===== src/rtl/bclr_pkg.sv =====
package bclr_pkg;

    typedef enum logic [2:0] {
        ST_IDLE     = 3'd0,
        ST_PULSE_LO = 3'd1,
        ST_PULSE_HI = 3'd2,
        ST_STOP_LO  = 3'd3,
        ST_STOP_HI  = 3'd4,
        ST_FINISH   = 3'd5
    } bclr_state_e;

endpackage


===== src/rtl/bclr_phase_timer.sv =====
module bclr_phase_timer #(
    parameter int DIV_W = 16
) (
    input  logic             clk,
    input  logic             rst_n,
    input  logic             load_i,
    input  logic [DIV_W-1:0] load_val_i,
    output logic             expire_o
);

    logic [DIV_W-1:0] cnt_q;

    always_ff @(posedge clk or negedge rst_n) begin
        if (!rst_n) begin
            cnt_q <= '0;
        end else if (load_i) begin
            cnt_q <= load_val_i;
        end else if (cnt_q != '0) begin
            cnt_q <= cnt_q - 1'b1;
        end
    end

    assign expire_o = (cnt_q == '0);

endmodule


===== src/rtl/bclr_pulse_counter.sv =====
module bclr_pulse_counter #(
    parameter int NUM_PULSES = 9
) (
    input  logic clk,
    input  logic rst_n,
    input  logic clear_i,
    input  logic inc_i,
    output logic last_o
);

    localparam int CNT_W = $clog2(NUM_PULSES + 1);
    localparam logic [CNT_W-1:0] LAST_VAL = CNT_W'(NUM_PULSES - 1);

    logic [CNT_W-1:0] cnt_q;

    always_ff @(posedge clk or negedge rst_n) begin
        if (!rst_n) begin
            cnt_q <= '0;
        end else if (clear_i) begin
            cnt_q <= '0;
        end else if (inc_i) begin
            cnt_q <= cnt_q + 1'b1;
        end
    end

    assign last_o = (cnt_q == LAST_VAL);

endmodule


===== src/rtl/i2c_bus_clear.sv =====
module i2c_bus_clear
    import bclr_pkg::*;
#(
    parameter int DIV_W      = 16,
    parameter int NUM_PULSES = 9
) (
    input  logic             clk,
    input  logic             rst_n,
    input  logic             start_i,
    input  logic [DIV_W-1:0] half_cycles_i,
    output logic             busy_o,
    output logic             done_o,
    output logic             scl_pull_o,
    output logic             sda_pull_o
);

    localparam logic [DIV_W-1:0] ONE = DIV_W'(1);

    bclr_state_e      state_q, state_d;
    logic [DIV_W-1:0] half_q;
    logic [DIV_W-1:0] half_eff;
    logic             accept;
    logic             tmr_load;
    logic [DIV_W-1:0] tmr_val;
    logic             tmr_expire;
    logic             pc_inc;
    logic             pc_last;

    assign half_eff = (half_cycles_i == '0) ? ONE : half_cycles_i;
    assign accept   = (state_q == ST_IDLE) && start_i;

    // Phase length is frozen at the accepted start
    always_ff @(posedge clk or negedge rst_n) begin
        if (!rst_n) begin
            half_q <= ONE;
        end else if (accept) begin
            half_q <= half_eff;
        end
    end

    // State register
    always_ff @(posedge clk or negedge rst_n) begin
        if (!rst_n) begin
            state_q <= ST_IDLE;
        end else begin
            state_q <= state_d;
        end
    end

    // Next state and sequencing controls
    always_comb begin
        state_d  = state_q;
        tmr_load = 1'b0;
        tmr_val  = half_q - ONE;
        pc_inc   = 1'b0;
        unique case (state_q)
            ST_IDLE: begin
                if (start_i) begin
                    state_d  = ST_PULSE_LO;
                    tmr_load = 1'b1;
                    tmr_val  = half_eff - ONE;
                end
            end
            ST_PULSE_LO: begin
                if (tmr_expire) begin
                    state_d  = ST_PULSE_HI;
                    tmr_load = 1'b1;
                end
            end
            ST_PULSE_HI: begin
                if (tmr_expire) begin
                    tmr_load = 1'b1;
                    pc_inc   = 1'b1;
                    state_d  = pc_last ? ST_STOP_LO : ST_PULSE_LO;
                end
            end
            ST_STOP_LO: begin
                if (tmr_expire) begin
                    state_d  = ST_STOP_HI;
                    tmr_load = 1'b1;
                end
            end
            ST_STOP_HI: begin
                if (tmr_expire) begin
                    state_d = ST_FINISH;
                end
            end
            ST_FINISH: begin
                state_d = ST_IDLE;
            end
            default: begin
                state_d = ST_IDLE;
            end
        endcase
    end

    // Output decode
    always_comb begin
        busy_o     = 1'b1;
        done_o     = 1'b0;
        scl_pull_o = 1'b0;
        sda_pull_o = 1'b0;
        unique case (state_q)
            ST_IDLE:     busy_o = 1'b0;
            ST_PULSE_LO: scl_pull_o = 1'b1;
            ST_PULSE_HI: scl_pull_o = 1'b0;
            ST_STOP_LO: begin
                scl_pull_o = 1'b1;
                sda_pull_o = 1'b1;
            end
            ST_STOP_HI:  sda_pull_o = 1'b1;
            ST_FINISH:   done_o = 1'b1;
            default:     busy_o = 1'b0;
        endcase
    end

    bclr_phase_timer #(
        .DIV_W(DIV_W)
    ) u_timer (
        .clk       (clk),
        .rst_n     (rst_n),
        .load_i    (tmr_load),
        .load_val_i(tmr_val),
        .expire_o  (tmr_expire)
    );

    bclr_pulse_counter #(
        .NUM_PULSES(NUM_PULSES)
    ) u_pulses (
        .clk    (clk),
        .rst_n  (rst_n),
        .clear_i(accept),
        .inc_i  (pc_inc),
        .last_o (pc_last)
    );

endmodule


===== config.mk =====
export PLATFORM = sky130hd
export DESIGN_NAME = i2c_bus_clear
export DESIGN_NICKNAME = d
export VERILOG_FILES = /design/src/rtl/bclr_pkg.sv /design/src/rtl/bclr_phase_timer.sv /design/src/rtl/bclr_pulse_counter.sv /design/src/rtl/i2c_bus_clear.sv
export SDC_FILE = /design/constraint.sdc
export NUM_CORES = 1
export LEC_CHECK = 0
export BUFFER_PORTS_ARGS = -buffer_cell sky130_fd_sc_hd__buf_2
export CAP_MARGIN = 25
export CORE_MARGIN = 5
export CORE_UTILIZATION = 40
export CTS_BUF_LIST = sky130_fd_sc_hd__clkbuf_4 sky130_fd_sc_hd__clkbuf_8
export CTS_CLUSTER_DIAMETER = 60
export DETAILED_ROUTE_END_ITERATION = 8
export PLACE_DENSITY_LB_ADDON = 0.25
export SYNTH_ARGS = -nofsm -noshare
export SYNTH_HDL_FRONTEND = slang
export SYNTH_HIERARCHICAL = 1
export SYNTH_SLANG_ARGS = --single-unit

===== constraint.sdc =====
create_clock -name clk -period 3.1 [get_ports clk]
set_input_delay 0.155 -clock clk [delete_from_list [all_inputs] [get_ports clk]]
set_output_delay 0.155 -clock clk [all_outputs]
set_load 0.05 [all_outputs]

==> results.cfg <==
[critical_path]
cp_data_required_time_ns = 3.33
critical_path.cell_chain = inv_1, ha_1, nor3b_4, nand3_2, nor2_1, o21ai_0, a21oi_2, buf_12, or3_1, o211a_1
rr_startpoint = u_timer/cnt_q[0]
cpMaxStageDelayCell = dfrtp_1
crit_buf_inv = 2
critPathArrivalTime_ns = 2.74
cp_max_fo = 34
worst_setup_path_start_kind = flop
crit_family = simple AND/OR/NAND/NOR gates
endpoint_kind = flop
slowest_delay_ns = 0.43
path_class = reg -> reg
startpoint = u_timer/cnt_q[0]

[sta]
clock.fmax_mhz = 398.1
worst_pin_slew_ns = 0.6962
post-route-period-util = 0.8104
finClkSkew_ns = 0.003300
min_period_ns = 2.512
hold_violations = 0
relSlewSlack = 0.5320
tns_ns = 0
setup_viol = 0
rsz0062_at_grt = false
slew_viol_final = 0

[placed_design]
placed_area_mm2 = 0.002984
io_buffers = 22
hpwl_um = 4502
place_congestion = 0.8683

[floorplan]
dieWidth_um = 93.24
die_area_mm2 = 0.008693
ios = 23
rows = 30
die_h_um = 93.24
core_mm2 = 0.006756
start_util = 0.4102

[power_and_ir_drop]
internal-power_mw = 1.179
vdd.ir_drop.worst_v = 0.0002189
pwr-share-comb = 0.354
power_frac_seq = 0.458
switching_share = 0.3717
leakage_nw = 1.282
powerDensity_mw_per_mm2 = 603.4
power_frac_clock = 0.188
netSwitchingPower_uw = 697.8

[layout]
nets = 377
layout-drive-gt1-share = 0.1582
antenna_cells = 0
area_growth_pct = 12.23
design_area_mm2 = 0.003110
layout_common_cells = 70 x nand2_1, 38 x dfrtp_1, 26 x xnor2_1, 22 x buf_2, 19 x nor2_1
layout_commonest_cell = nand2_1

[cts]
clkTransAtPathRegs_ns = 0.08
cts_max_level = 2
cts_setup_buffers = 0
insertion_delay_ns = 0.29
cts_made_buffers = 5
root_buffer = clkbuf_8
cts_tree = built
clock_sink_count = 39
cts_buffer_depth = 2

[routing]
dr.pass1.iters = 4
wl_um = 6192
ant_nets = 0
vias_per_cell = 5.505
drc = 0
via_count = 2389
wire_per_inst_um = 14.27
drt_iter0_drc = 87

[yosys]
synth_ff_type = dfrtp_1
async_flop_share = 1.000
syn_avg_cell_area_um2 = 8.373
synth-seq-area-share = 0.3526
syn_inst = 331
synth_edf_count = 0
synth_seq_cells = 39
yosysUniqueCellTypes = 53
synth_fp_nets = 355
ys_warn_count = 6
syn-cell-area_mm2 = 0.002771

[global_route]
grt_pass1_wl_um = 10690
antenna_found_initial = 0
grt.total_usage = 0.1522
grt_max_degree = 40
grt_pass1_vias = 2261
overflow = 0

[flow_run]
cap_violations = 0

[worst_hold_path]
hp-class = in -> reg
worstHoldStart = half_cycles_i[6]

[outcome]
status = complete, no violations
path summary, 6_finish.rpt:
check / to / slack (ns) / cells past startpoint
max: u_timer/cnt_q[13] / 0.59 / 10
min: half_q[6] / 0.09 / 3
max reg2reg: u_timer/cnt_q[13] / 0.59 / 10
min reg2reg: half_q[15] / 0.49 / 2
max in group asynchronous: half_q[0] / 2.22 / 3
min in group asynchronous: state_q[0] / 0.35 / 2
final cells by class:
type	count	area (µm²)
Fill cell	691	3646
Multi-Input combinational cell	266	1690
Sequential cell	39	977.2
Timing Repair Buffer	32	220.2
Tap cell	80	100.1
Clock buffer	7	83.83
Inverter	9	33.78
Clock inverter	1	5.005
metal layers:
layer / routed length, µm / share of wire / up-vias / GRT usage
li1: - / - / 1207 / -
met1: 3001 / 0.48 / 1125 / 0.2071
met2: 2860 / 0.46 / 44 / 0.2370
met3: 189 / 0.031 / 13 / 0.02414
met4: 140 / 0.023 / 0 / 0.06838
met5: 0 / 0 / - / 0
worst register-to-register path: stages (launching register included):
cell	delay, ns
dfrtp_1	0.43
inv_1	0.10
ha_1	0.19
nor3b_4	0.24
nand3_2	0.16
nor2_1	0.30
o21ai_0	0.18
a21oi_2	0.21
buf_12	0.20
or3_1	0.28
o211a_1	0.19
repair_timing:
action | in CTS | in global routing
hold buffers | 0 | 1
resized for setup | 0 | 0
hold endpoints to repair | 0 | 16
sequential cells by signal, indices dropped and copies added, names as in the netlist:
name,flops
state_q,3
half_q,16
u_timer/cnt_q,16
u_pulses/cnt_q,4
stage by stage:
stage	hold WS, ns	instances	power (mW)	setup WS [ns]	util
6_report	0.08900	434	1.877	0.5879	0.4604
5_1_grt	0.08408	434	2.022	0.3550	0.4604
4_1_cts	0.02375	432	1.896	0.5626	0.4548
3_5_place_dp	0.3443	424	1.528	0.5022	0.4417
3_3_place_gp	0.3376	424	1.511	0.5433	0.4417
2_1_floorplan	-0.1406	331	1.357	0.4542	-
power by group through the flow:
stage / clock network, mW / registers (mW) / logic (mW)
after floorplan: 0 / 0.823 / 0.534
after global placement: 0 / 0.864 / 0.647
after detailed placement: 0 / 0.872 / 0.657
after CTS: 0.372 / 0.862 / 0.663
after global routing: 0.394 / 0.890 / 0.738
final: 0.353 / 0.861 / 0.664
cell usage after synthesis (5+ instances only):
| cell | n | share of area |
|---|---|---|
| inv_1 | 8 | 0.011 |
| nand2b_1 | 11 | 0.025 |
| nor2_1 | 19 | 0.026 |
| o21ai_0 | 13 | 0.023 |
| clkbuf_1 | 12 | 0.016 |
| dfrtp_1 | 38 | 0.34 |
| mux2i_1 | 8 | 0.029 |
| ha_1 | 5 | 0.023 |
| o211a_1 | 6 | 0.022 |
| a21oi_1 | 14 | 0.025 |
| nand2_1 | 70 | 0.095 |
| nor4_1 | 6 | 0.014 |
| nor2b_1 | 7 | 0.016 |
| nor3_1 | 17 | 0.031 |
| xnor2_1 | 26 | 0.082 |
logic make-up (layout without fill, tap and decap cells):
group	after synthesis	count (layout)	share of synthesized area
flops	39	39	0.3526
xor+xnor	28	28	0.08849
simple gates	166	166	0.3228
fa+ha+maj	5	5	0.02257
mux	9	9	0.03431
buf+inv	26	49	0.03883
compound gates	58	58	0.1404
Note: power is estimated with default switching activity, not from simulation.
